===== config.mk =====
export PLATFORM = sky130hd
export DESIGN_NAME = intc_ctrl
export DESIGN_NICKNAME = d
export VERILOG_FILES = /design/src/rtl/intc_pkg.sv /design/src/rtl/intc_prio_regs.sv /design/src/rtl/intc_pending.sv /design/src/rtl/intc_arbiter.sv /design/src/rtl/intc_ctrl.sv
export SDC_FILE = /design/constraint.sdc
export NUM_CORES = 1
export LEC_CHECK = 0
export BUFFER_PORTS_ARGS = -buffer_cell sky130_fd_sc_hd__buf_2
export CORE_ASPECT_RATIO = 0.75
export CORE_UTILIZATION = 55
export DETAILED_ROUTE_END_ITERATION = 12
export GPL_ROUTABILITY_DRIVEN = 0
export PLACE_DENSITY_LB_ADDON = 0.2
export REMOVE_ABC_BUFFERS = 1
export SLEW_MARGIN = 20
export SYNTH_ARGS = -nofsm -noshare
export SYNTH_HDL_FRONTEND = slang
export SYNTH_SLANG_ARGS = --single-unit

===== constraint.sdc =====
create_clock -name clk -period 45.8 [get_ports clk]
set_clock_uncertainty 0.05 [all_clocks]
set_input_delay 9.16 -clock clk [delete_from_list [all_inputs] [get_ports clk]]
set_output_delay 9.16 -clock clk [all_outputs]
set_load 0.005 [all_outputs]

===== src/rtl/intc_pkg.sv =====
package intc_pkg;
    localparam int NUM_SRC   = 41;
    localparam int IDX_W     = $clog2(NUM_SRC);
    localparam int PRIO_W    = 5;
    localparam int NIB_W     = 4;
    localparam int CODE_W    = 12;
    localparam int REG_W     = 16;
    localparam int ADDR_W    = 2;
    localparam int NUM_REGS  = 1 << ADDR_W;
    localparam int EXT_LINES = 15;
    localparam int NMI_IDX   = 15;
    localparam int NMI_PRIO  = 16;
    localparam int CODE_STEP = 32;

    typedef logic [PRIO_W-1:0] prio_t;
    typedef logic [CODE_W-1:0] code_t;
    typedef logic [IDX_W-1:0]  idx_t;
    typedef logic [REG_W-1:0]  word_t;

    typedef enum logic [ADDR_W-1:0] {
        RA_CTRL   = 2'd0,
        RA_PRIO_A = 2'd1,
        RA_PRIO_B = 2'd2,
        RA_PRIO_C = 2'd3
    } reg_addr_e;

    // exception code of a source index
    function automatic code_t src_code(input int n);
        int base;
        int off;
        if (n < EXT_LINES) begin
            base = 'h200; off = n;
        end else if (n == NMI_IDX) begin
            base = 'h1C0; off = 0;
        end else if (n == 16) begin
            base = 'h600; off = 0;
        end else if (n == 17) begin
            base = 'h620; off = 0;
        end else if (n <= 22) begin
            base = 'h640; off = n - 18;
        end else if (n <= 33) begin
            base = 'h400; off = n - 23;
        end else if (n <= 37) begin
            base = 'h700; off = n - 34;
        end else begin
            base = 'h560; off = n - 38;
        end
        return code_t'(base + CODE_STEP * off);
    endfunction
endpackage


===== src/rtl/intc_prio_regs.sv =====
module intc_prio_regs
    import intc_pkg::*;
(
    input  logic              clk,
    input  logic              rst_n,
    input  logic              wr_i,
    input  logic [ADDR_W-1:0] addr_i,
    input  word_t             wdata_i,
    output word_t             rdata_o,
    output prio_t             prio_o [NUM_SRC]
);
    word_t regs_q [NUM_REGS];

    always_ff @(posedge clk or negedge rst_n) begin
        if (!rst_n) begin
            for (int r = 0; r < NUM_REGS; r++) regs_q[r] <= '0;
        end else if (wr_i) begin
            regs_q[addr_i] <= wdata_i;
        end
    end

    assign rdata_o = regs_q[addr_i];

    function automatic prio_t nib(input word_t w, input int k);
        return prio_t'(w[k*NIB_W +: NIB_W]);
    endfunction

    word_t ra, rb, rc;
    assign ra = regs_q[RA_PRIO_A];
    assign rb = regs_q[RA_PRIO_B];
    assign rc = regs_q[RA_PRIO_C];

    always_comb begin
        for (int i = 0; i < NUM_SRC; i++) begin
            if (i < EXT_LINES) begin
                prio_o[i] = prio_t'(EXT_LINES - i);
            end else if (i == NMI_IDX) begin
                prio_o[i] = prio_t'(NMI_PRIO);
            end else begin
                case (i) inside
                    16:       prio_o[i] = nib(rc, 0);
                    17:       prio_o[i] = nib(rc, 3);
                    [18:22]:  prio_o[i] = nib(rc, 2);
                    23:       prio_o[i] = nib(ra, 3);
                    24:       prio_o[i] = nib(ra, 2);
                    [25:26]:  prio_o[i] = nib(ra, 1);
                    [27:29]:  prio_o[i] = nib(ra, 0);
                    [30:33]:  prio_o[i] = nib(rb, 1);
                    [34:37]:  prio_o[i] = nib(rc, 1);
                    38:       prio_o[i] = nib(rb, 3);
                    [39:40]:  prio_o[i] = nib(rb, 2);
                    default:  prio_o[i] = '0;
                endcase
            end
        end
    end

    // a write shows up on the readback of the same address next cycle
    p_readback_r2: assert property (@(posedge clk) disable iff (!rst_n)
        (wr_i && !$isunknown(addr_i)) |=> (regs_q[$past(addr_i)] == $past(wdata_i)));
endmodule


===== src/rtl/intc_pending.sv =====
module intc_pending
    import intc_pkg::*;
(
    input  logic               clk,
    input  logic               rst_n,
    input  logic [NUM_SRC-1:0] raise_i,
    input  logic               clr_en_i,
    input  idx_t               clr_id_i,
    input  prio_t              prio_i [NUM_SRC],
    output logic [NUM_SRC-1:0] pend_o
);
    logic [NUM_SRC-1:0] pend_q;
    logic [NUM_SRC-1:0] pend_d;
    logic [NUM_SRC-1:0] clr_hit;

    for (genvar g = 0; g < NUM_SRC; g++) begin : g_slot
        assign clr_hit[g] = clr_en_i && (clr_id_i == idx_t'(g));
        assign pend_d[g]  = (pend_q[g] && !clr_hit[g]) ||
                            (raise_i[g] && (prio_i[g] != '0));

        // a raise at priority 0 never creates an entry
        p_masked_raise_r4: assert property (@(posedge clk) disable iff (!rst_n)
            (raise_i[g] && prio_i[g] == '0 && !pend_q[g]) |=> !pend_q[g]);
        // a clear without a same-cycle raise removes the entry
        p_clear_removes_r6: assert property (@(posedge clk) disable iff (!rst_n)
            (clr_en_i && clr_id_i == idx_t'(g) && !raise_i[g]) |=> !pend_q[g]);
        // an entry persists until it is cleared
        p_hold_r5: assert property (@(posedge clk) disable iff (!rst_n)
            (pend_q[g] && !(clr_en_i && clr_id_i == idx_t'(g))) |=> pend_q[g]);
    end

    always_ff @(posedge clk or negedge rst_n) begin
        if (!rst_n) pend_q <= '0;
        else        pend_q <= pend_d;
    end

    assign pend_o = pend_q;
endmodule


===== src/rtl/intc_arbiter.sv =====
module intc_arbiter
    import intc_pkg::*;
(
    input  logic               clk,
    input  logic               rst_n,
    input  logic [NUM_SRC-1:0] pend_i,
    input  prio_t              prio_i [NUM_SRC],
    output logic               any_o,
    output idx_t               win_idx_o,
    output prio_t              win_prio_o
);
    always_comb begin
        any_o      = 1'b0;
        win_idx_o  = '0;
        win_prio_o = '0;
        for (int i = 0; i < NUM_SRC; i++) begin
            // strict compare keeps the lower index on a tie
            if (pend_i[i] && (!any_o || prio_i[i] > win_prio_o)) begin
                any_o      = 1'b1;
                win_idx_o  = idx_t'(i);
                win_prio_o = prio_i[i];
            end
        end
    end

    // the chosen winner is a pending source
    p_winner_pending_r7: assert property (@(posedge clk) disable iff (!rst_n)
        any_o |-> pend_i[win_idx_o]);
    // an empty set names no winner
    p_empty_r7: assert property (@(posedge clk) disable iff (!rst_n)
        (pend_i == '0) |-> !any_o);
endmodule


===== src/rtl/intc_ctrl.sv =====
module intc_ctrl
    import intc_pkg::*;
(
    input  logic               clk,
    input  logic               rst_n,
    input  logic               reg_wr,
    input  logic [ADDR_W-1:0]  reg_addr,
    input  logic [REG_W-1:0]   reg_wdata,
    output logic [REG_W-1:0]   reg_rdata,
    input  logic [NUM_SRC-1:0] src_raise,
    input  logic               clr_en,
    input  logic [IDX_W-1:0]   clr_id,
    input  logic               cpu_block,
    input  logic [NIB_W-1:0]   cpu_mask,
    output logic               irq_req,
    input  logic               accept,
    output logic               code_valid,
    output logic [CODE_W-1:0]  code
);
    typedef enum logic {ST_IDLE, ST_PRESENT} pres_state_e;

    prio_t              prio_w [NUM_SRC];
    logic [NUM_SRC-1:0] pend_w;
    logic               any_w;
    idx_t               win_idx_w;
    prio_t              win_prio_w;
    pres_state_e        state_q, state_d;
    code_t              code_q;

    intc_prio_regs u_regs (
        .clk     (clk),
        .rst_n   (rst_n),
        .wr_i    (reg_wr),
        .addr_i  (reg_addr),
        .wdata_i (reg_wdata),
        .rdata_o (reg_rdata),
        .prio_o  (prio_w)
    );

    intc_pending u_pend (
        .clk      (clk),
        .rst_n    (rst_n),
        .raise_i  (src_raise),
        .clr_en_i (clr_en),
        .clr_id_i (clr_id),
        .prio_i   (prio_w),
        .pend_o   (pend_w)
    );

    intc_arbiter u_arb (
        .clk        (clk),
        .rst_n      (rst_n),
        .pend_i     (pend_w),
        .prio_i     (prio_w),
        .any_o      (any_w),
        .win_idx_o  (win_idx_w),
        .win_prio_o (win_prio_w)
    );

    assign irq_req = any_w && !cpu_block && (prio_t'(cpu_mask) < win_prio_w);

    // next-state logic: T_ACCEPT / T_DROP
    always_comb begin
        state_d = state_q;
        unique case (state_q)
            ST_IDLE:    state_d = (accept && any_w) ? ST_PRESENT : ST_IDLE;
            ST_PRESENT: state_d = (accept && any_w) ? ST_PRESENT : ST_IDLE;
        endcase
    end

    always_ff @(posedge clk or negedge rst_n) begin
        if (!rst_n) begin
            state_q <= ST_IDLE;
            code_q  <= '0;
        end else begin
            state_q <= state_d;
            if (accept && any_w) code_q <= src_code(int'(win_idx_w));
        end
    end

    // output process
    always_comb begin
        code_valid = (state_q == ST_PRESENT);
        code       = code_q;
    end

    // the request needs an unblocked core and a pending source
    p_req_gate_r8: assert property (@(posedge clk) disable iff (!rst_n)
        irq_req |-> (!cpu_block && pend_w != '0));
    // a valid code only follows an accept
    p_code_after_accept_r9: assert property (@(posedge clk) disable iff (!rst_n)
        code_valid |-> $past(accept));
    // accepting does not remove anything
    p_accept_keeps_r9: assert property (@(posedge clk) disable iff (!rst_n)
        (accept && pend_w != '0 && !clr_en) |=> (pend_w != '0));
endmodule


==> results of run 1 <==
[kinds of logic after synthesis]
family | after synthesis | synth area share, %
AND/OR/NAND/NOR | 369 | 18.8
adder cells (fa/ha/maj) | 119 | 14.2
multiplexers | 127 | 14.8
buffers and inverters | 92 | 3.57
other | 1 | 0.0354
flip-flops | 113 | 26.7
AO/OA/AOI/OAI | 330 | 21.5
XOR/XNOR | 5 | 0.413
[cell type report]
class	instances	area share [%]
Timing Repair Buffer	236	11.3
Clock buffer	18	3.19
Multi-Input combinational cell	956	60.3
Clock inverter	14	0.891
Sequential cell	113	20.6
Tap cell	247	2.25
Antenna cell	1	0.0182
Inverter	55	1.52
[worst max path at each step]
stage,to,start,cells past startpoint,slack [ns]
4_1_cts,irq_req,u_pend.pend_o[9],196,0.02
3_3_place_gp,irq_req,u_pend.pend_o[4],192,-0.36
3_5_place_dp,irq_req,u_pend.pend_o[8],195,-1.25
5_1_grt,irq_req,u_pend.pend_o[3],198,-1.29
6_report,irq_req,u_pend.pend_o[3],198,0.28
2_1_floorplan,irq_req,u_pend.pend_o[1],187,0.31
[cell usage in the layout (no fill, tap or decap), types with 13 or more instances in the layout]
cell / count
ha_1: 101
a21oi_2: 29
nor2b_1: 31
o21ai_1: 13
nor3_1: 18
inv_1: 48
mux2_2: 71
a41o_1: 13
a22o_1: 22
ha_4: 13
o21ai_2: 14
nand4_1: 22
nand2_1: 98
a21o_1: 36
nand2_2: 13
nand3_1: 26
dfrtp_1: 109
o21ai_0: 33
mux4_2: 16
nand2b_1: 14
buf_4: 130
clkbuf_16: 17
nor2_1: 48
buf_2: 98
o211ai_1: 26
mux2i_1: 28
a21oi_1: 57
[worst max-delay path, delay by kind of cell (launching register included)]
family,cells,cell delay [ns]
AO/OA/AOI/OAI,85,14.35
multiplexers,15,3.25
adder cells (fa/ha/maj),26,7.39
buffers and inverters,20,2.62
flip-flops,1,0.49
AND/OR/NAND/NOR,52,7.74
[power groups by stage]
stage | Combinational [mW] | Clock, mW | Sequential, mW
floorplan | 0.0869 | 0 | 0.128
global placement | 0.118 | 0 | 0.137
detailed placement | 0.121 | 0 | 0.138
CTS | 0.124 | 0.129 | 0.136
global route | 0.157 | 0.134 | 0.141
finish | 0.143 | 0.130 | 0.140
[routing by layer]
metal / share of wire (%) / wire length (µm) / vias to the layer above / global-route usage [%]
met2: 44 / 16300 / 696 / 50.7
met5: 0 / 0 / - / 0
met3: 11 / 4110 / 120 / 7.03
li1: - / - / 4854 / -
met1: 42 / 15700 / 5353 / 51.5
met4: 3.4 / 1260 / 0 / 10.8
[flip-flops by register name (all words and copies together), names as in the netlist]
register       count
u_pend.pend_o     41
u_regs.ra         16
u_regs.rb         16
u_regs.rc         16
u_regs.regs_q     16
code               7
code_valid         1
[repair_timing]
item / CTS / global route
resized for setup: 37 / 172
pin swaps: 8 / 121
endpoints found under the setup margin: 1 / 1
setup buffers: 7 / 80
gates cloned: 0 / 2
==> results.sh, run 1 <==
export IMPL_rsz0062_at_grt="true"
export IMPL_ff2ff_path_depth=204
export IMPL_yosysWarnings=0
export IMPL_yosysTopAreaCell="dfrtp_1"
export IMPL_hold_buffers=0
export IMPL_power_switching_uw=156
export IMPL_drc=0
export IMPL_path_common_cell="a21oi_2"
export IMPL_fin_ws_ns=0.283
export IMPL_yosysMostFrequentCell="ha_1"
export IMPL_via_count=11000
export IMPL_clk_latency_ns=0.44
export IMPL_dieArea_um2=19800
export IMPL_wl_per_cell_um=22.8
export IMPL_end_kind="output port"
export IMPL_hold_class="flop to flop"
export IMPL_slew_viol_final=0
export IMPL_cts_htree_levels=4
export IMPL_p_total_uw=412
export IMPL_drtIter0Drc=1300
export IMPL_critPathLaunchType="flop"
export IMPL_final_util_pct=73.7
export IMPL_grt_use_total_pct=34.9
export IMPL_synthTopCellsByArea="dfrtp_1, ha_1, mux2_2, a21oi_1, nand2_1"
export IMPL_drive_above_1_share_pct=38.7
export IMPL_drtAntennaViolNets=0
export IMPL_num_fill_cells=1301
export IMPL_worst_hold_path_endpoint="code[9]"
export IMPL_power_leakage_nw=6.02
export IMPL_r2r_end="code[11]"
export IMPL_tightest_slew_ns=1.16
export IMPL_synth_edf_count=0
export IMPL_status="complete, no violations"
export IMPL_place_inst=1518
export IMPL_cts_tree="done"
export IMPL_start_util_pct=56.8
export IMPL_seq_area_um2=2830
export IMPL_grt_pass1_vias=9649
export IMPL_switching_share_pct=37.7
export IMPL_hold_depth=2
export IMPL_multi_input_area_um2=8290
export IMPL_synth_main_ff_cell="dfrtp_1"
export IMPL_p_int_uw=257
export IMPL_comb_power_share_pct=34.6
export IMPL_rr_startpoint="u_pend.pend_o[3]"
export IMPL_crit_slowest_cell="dfrtp_1"
export IMPL_syn_area_per_cell_um2=9.17
export IMPL_pwr_density_cell_nw_per_um2=30.0
export IMPL_clk_pin_slew_ns=0.07
export IMPL_dr_pass1_iters=6
export IMPL_dp_final_hpwl_mm=25.5
export IMPL_ios=105
export IMPL_hold_worst_slack_ns=0.432
export IMPL_arrival_ns=36.31
export IMPL_hold_violations=0
export IMPL_synthTopCellsByCount="ha_1, nand2_1, dfrtp_1, a21oi_1, mux2_2"
export IMPL_antenna_found_initial=1
export IMPL_placed_cell_area_um2=11600
export IMPL_vias_per_cell=6.72
export IMPL_setup_violations=0
export IMPL_io_buffers=99
export IMPL_yosysSeqAreaShare_pct=26.7
export IMPL_ir_worst_vdd_v=0.0000249
export IMPL_relSlewSlack_pct=22.7
export IMPL_min_from="code[9]"
export IMPL_r2r_slack_ns=7.09
export IMPL_max_freq_mhz=22.0
export IMPL_fin_cells=1640
export IMPL_period_share_pct=99.4
export IMPL_synth_distinct_cells=84
export IMPL_fin_area_um2=13800
export IMPL_seq_power_share_pct=33.9
export IMPL_maxCapViolCount=0
export IMPL_gr_total_overflow=0
export IMPL_syn_area_um2=10600
export IMPL_placeableCoreArea_um2=18700
export IMPL_synth_top_cell_area_share_pct=26.7
export IMPL_clockBufferDepth=2
export IMPL_root_buffer="clkbuf_16"
export IMPL_crit_path_max_fanout=8
export IMPL_cts_sinks=113
export IMPL_place_ws_ns=-1.25
export IMPL_finalCriticalPeriod_ns=45.52
export IMPL_final_net_count=1573
export IMPL_clockPowerShare_pct=31.5
export IMPL_required_ns=36.59
export IMPL_slowest_delay_ns=0.49
export IMPL_async_flop_share_pct=100
export IMPL_synth_ff_latch_count=113
export IMPL_syn_to_final_growth_pct=29.9
export IMPL_cts_buffers=17
export IMPL_syn_inst=1156
export IMPL_row_count=43
export IMPL_grt_max_degree=60
export IMPL_die_w_um=162
export IMPL_setup_tns_final_ns=0
export IMPL_die_h_um=122
export IMPL_drt_total_wl_mm=37.4
export IMPL_critical_path_class="flop to output port"
export IMPL_grt_pass1_wl_mm=53.0
Note: power is estimated with default switching activity, not from simulation.
==> inputs of run 2 (changes only) <==
PLACE_DENSITY = 0.81   (was default)
PLACE_DENSITY_LB_ADDON = default   (was 0.2)
==> run 2 against run 1 <==
Effect of this change:
- the flow now finishes with violations (setup timing)
- global-route usage shrank 0.064 points
- non-clock buffer count shrank 7
- total power is 3.2% higher
- final area grew 2.0%
- clock power hardly changed
- sequential share of layout area down 0.40 points
- critical endpoint unchanged
- largest power group unchanged
- highest routed layer unchanged
==> results.sh, run 2 (synthesis results as in run 1) <==
export IMPL_syn_to_final_growth_pct=32.5
export IMPL_dieArea_um2=19800
export IMPL_final_cell_mix="buf_4, dfrtp_1, buf_2, nand2_1, ha_1"
export IMPL_root_buffer="clkbuf_16"
export IMPL_num_fill_cells=1136
export IMPL_crit_slowest_cell="dfrtp_1"
export IMPL_cts_htree_levels=4
export IMPL_grt_max_degree=75
export IMPL_power_leakage_nw=6.07
export IMPL_relSlewSlack_pct=26.9
export IMPL_required_ns=36.59
export IMPL_pwr_density_cell_nw_per_um2=30.3
export IMPL_placeableCoreArea_um2=18700
export IMPL_drtAntennaViolNets=0
export IMPL_drtIter0Drc=1715
export IMPL_clk_latency_ns=0.45
export IMPL_status="finished, violations left"
export IMPL_die_w_um=162
export IMPL_ios=105
export IMPL_final_net_count=1565
export IMPL_place_inst=1505
export IMPL_largest_reg_flops=41
export IMPL_die_h_um=122
export IMPL_drc=0
export IMPL_max_freq_mhz=21.6
export IMPL_tightest_slew_ns=1.09
export IMPL_fin_ws_ns=-0.582
export IMPL_end_kind="output port"
export IMPL_cts_tree="done"
export IMPL_maxCapViolCount=0
export IMPL_dr_pass1_iters=7
export IMPL_gr_total_overflow=0
export IMPL_setup_violations=1
export IMPL_vias_per_cell=7.18
export IMPL_clk_pin_slew_ns=0.06
export IMPL_finalCriticalPeriod_ns=46.38
export IMPL_ir_worst_vdd_v=0.0000274
export IMPL_hold_violations=0
export IMPL_fin_cells=1632
export IMPL_rsz0062_at_grt="true"
export IMPL_final_common_cell="buf_4"
export IMPL_grt_pass1_vias=9896
export IMPL_hold_worst_slack_ns=0.430
export IMPL_grt_use_total_pct=34.8
export IMPL_setup_tns_final_ns=-0.582
export IMPL_crit_path_max_fanout=8
export IMPL_cts_buffers=17
export IMPL_drt_total_wl_mm=40.6
export IMPL_grt_pass1_wl_mm=53.0
export IMPL_critical_path_class="flop to output port"
export IMPL_drive_above_1_share_pct=42.6
export IMPL_critPathLaunchType="flop"
export IMPL_dp_final_hpwl_mm=25.0
export IMPL_wl_per_cell_um=24.9
export IMPL_start_util_pct=56.8
export IMPL_period_share_pct=101
export IMPL_arrival_ns=37.17
export IMPL_via_count=11700
export IMPL_cts_sinks=113
export IMPL_slowest_delay_ns=0.45
export IMPL_antenna_found_initial=1
export IMPL_hold_buffers=0
export IMPL_hold_class="flop to flop"
export IMPL_row_count=43
export IMPL_violations="setup timing"
export IMPL_slew_viol_final=0
export IMPL_io_buffers=99
export IMPL_clockBufferDepth=2
[run 2: path summary, 6_finish.rpt]
path	startpoint	end	slack, ns	cells past startpoint
worst max-delay path	u_pend.pend_o[12]	irq_req	-0.58	195
worst min-delay path	code[8]	code[8]	0.43	2
worst max register to register	u_pend.pend_o[12]	code[11]	6.07	202
worst min register to register	code[8]	code[8]	0.43	2
max in group asynchronous	rst_n	u_regs.rb[10]	35.70	2
min in group asynchronous	rst_n	u_regs.rb[5]	8.65	1
[run 2: through the flow]
| stage | power [mW] | utilization, % | setup slack [ns] | cell area (µm²) |
|---|---|---|---|---|
| floorplan | 0.215 | - | 0.314 | 10400 |
| global placement | 0.253 | 61.8 | -0.282 | 11500 |
| detailed placement | 0.260 | 61.8 | -1.63 | 11500 |
| CTS | 0.388 | 65.9 | 0.0132 | 12300 |
| global route | 0.444 | 75.2 | -1.91 | 14000 |
| finish | 0.426 | 75.2 | -0.582 | 14000 |
[run 2: cell type report]
class | instances | area, µm² | share of cell area [%]
inverter | 55 | 213 | 1.52
timing repair buffer | 229 | 1530 | 10.9
multi-input combinational | 955 | 8610 | 61.3
sequential | 113 | 2830 | 20.2
antenna | 1 | 2.50 | 0.0178
clock buffer | 17 | 425 | 3.03
clock inverter | 15 | 124 | 0.882
tap | 247 | 309 | 2.20
[run 2: power by group]
group | leakage (nW) | internal [mW] | switching (mW)
Combinational | 4.59 | 0.0776 | 0.0779
Sequential | 1.21 | 0.113 | 0.0283
Clock | 0.268 | 0.0705 | 0.0580
Total | 6.07 | 0.261 | 0.164
[run 2: routing by layer]
layer / vias up / global-route usage (%) / wire, µm
met5: - / 0 / 0
met4: 0 / 13.6 / 2580
met3: 326 / 10.0 / 5610
met2: 1008 / 51.6 / 17500
met1: 5538 / 47.8 / 14900
li1: 4839 / - / -
[run 2: worst max-delay path, delay by kind of cell (launching register included)]
family | cells | cell delay [ns]
DFF | 1 | 0.45
and+or+nand+nor | 55 | 8.21
AOI/OAI and AO/OA | 88 | 16.08
adders and majority gates | 26 | 7.68
buffers and inverters | 13 | 1.46
muxes | 13 | 2.72
[run 2: repair_timing]
item,in CTS,in global routing
buffers inserted,7,84
pin swaps,7,152
endpoints found under the setup margin,1,1
gates resized for setup,43,252
gates cloned,0,1
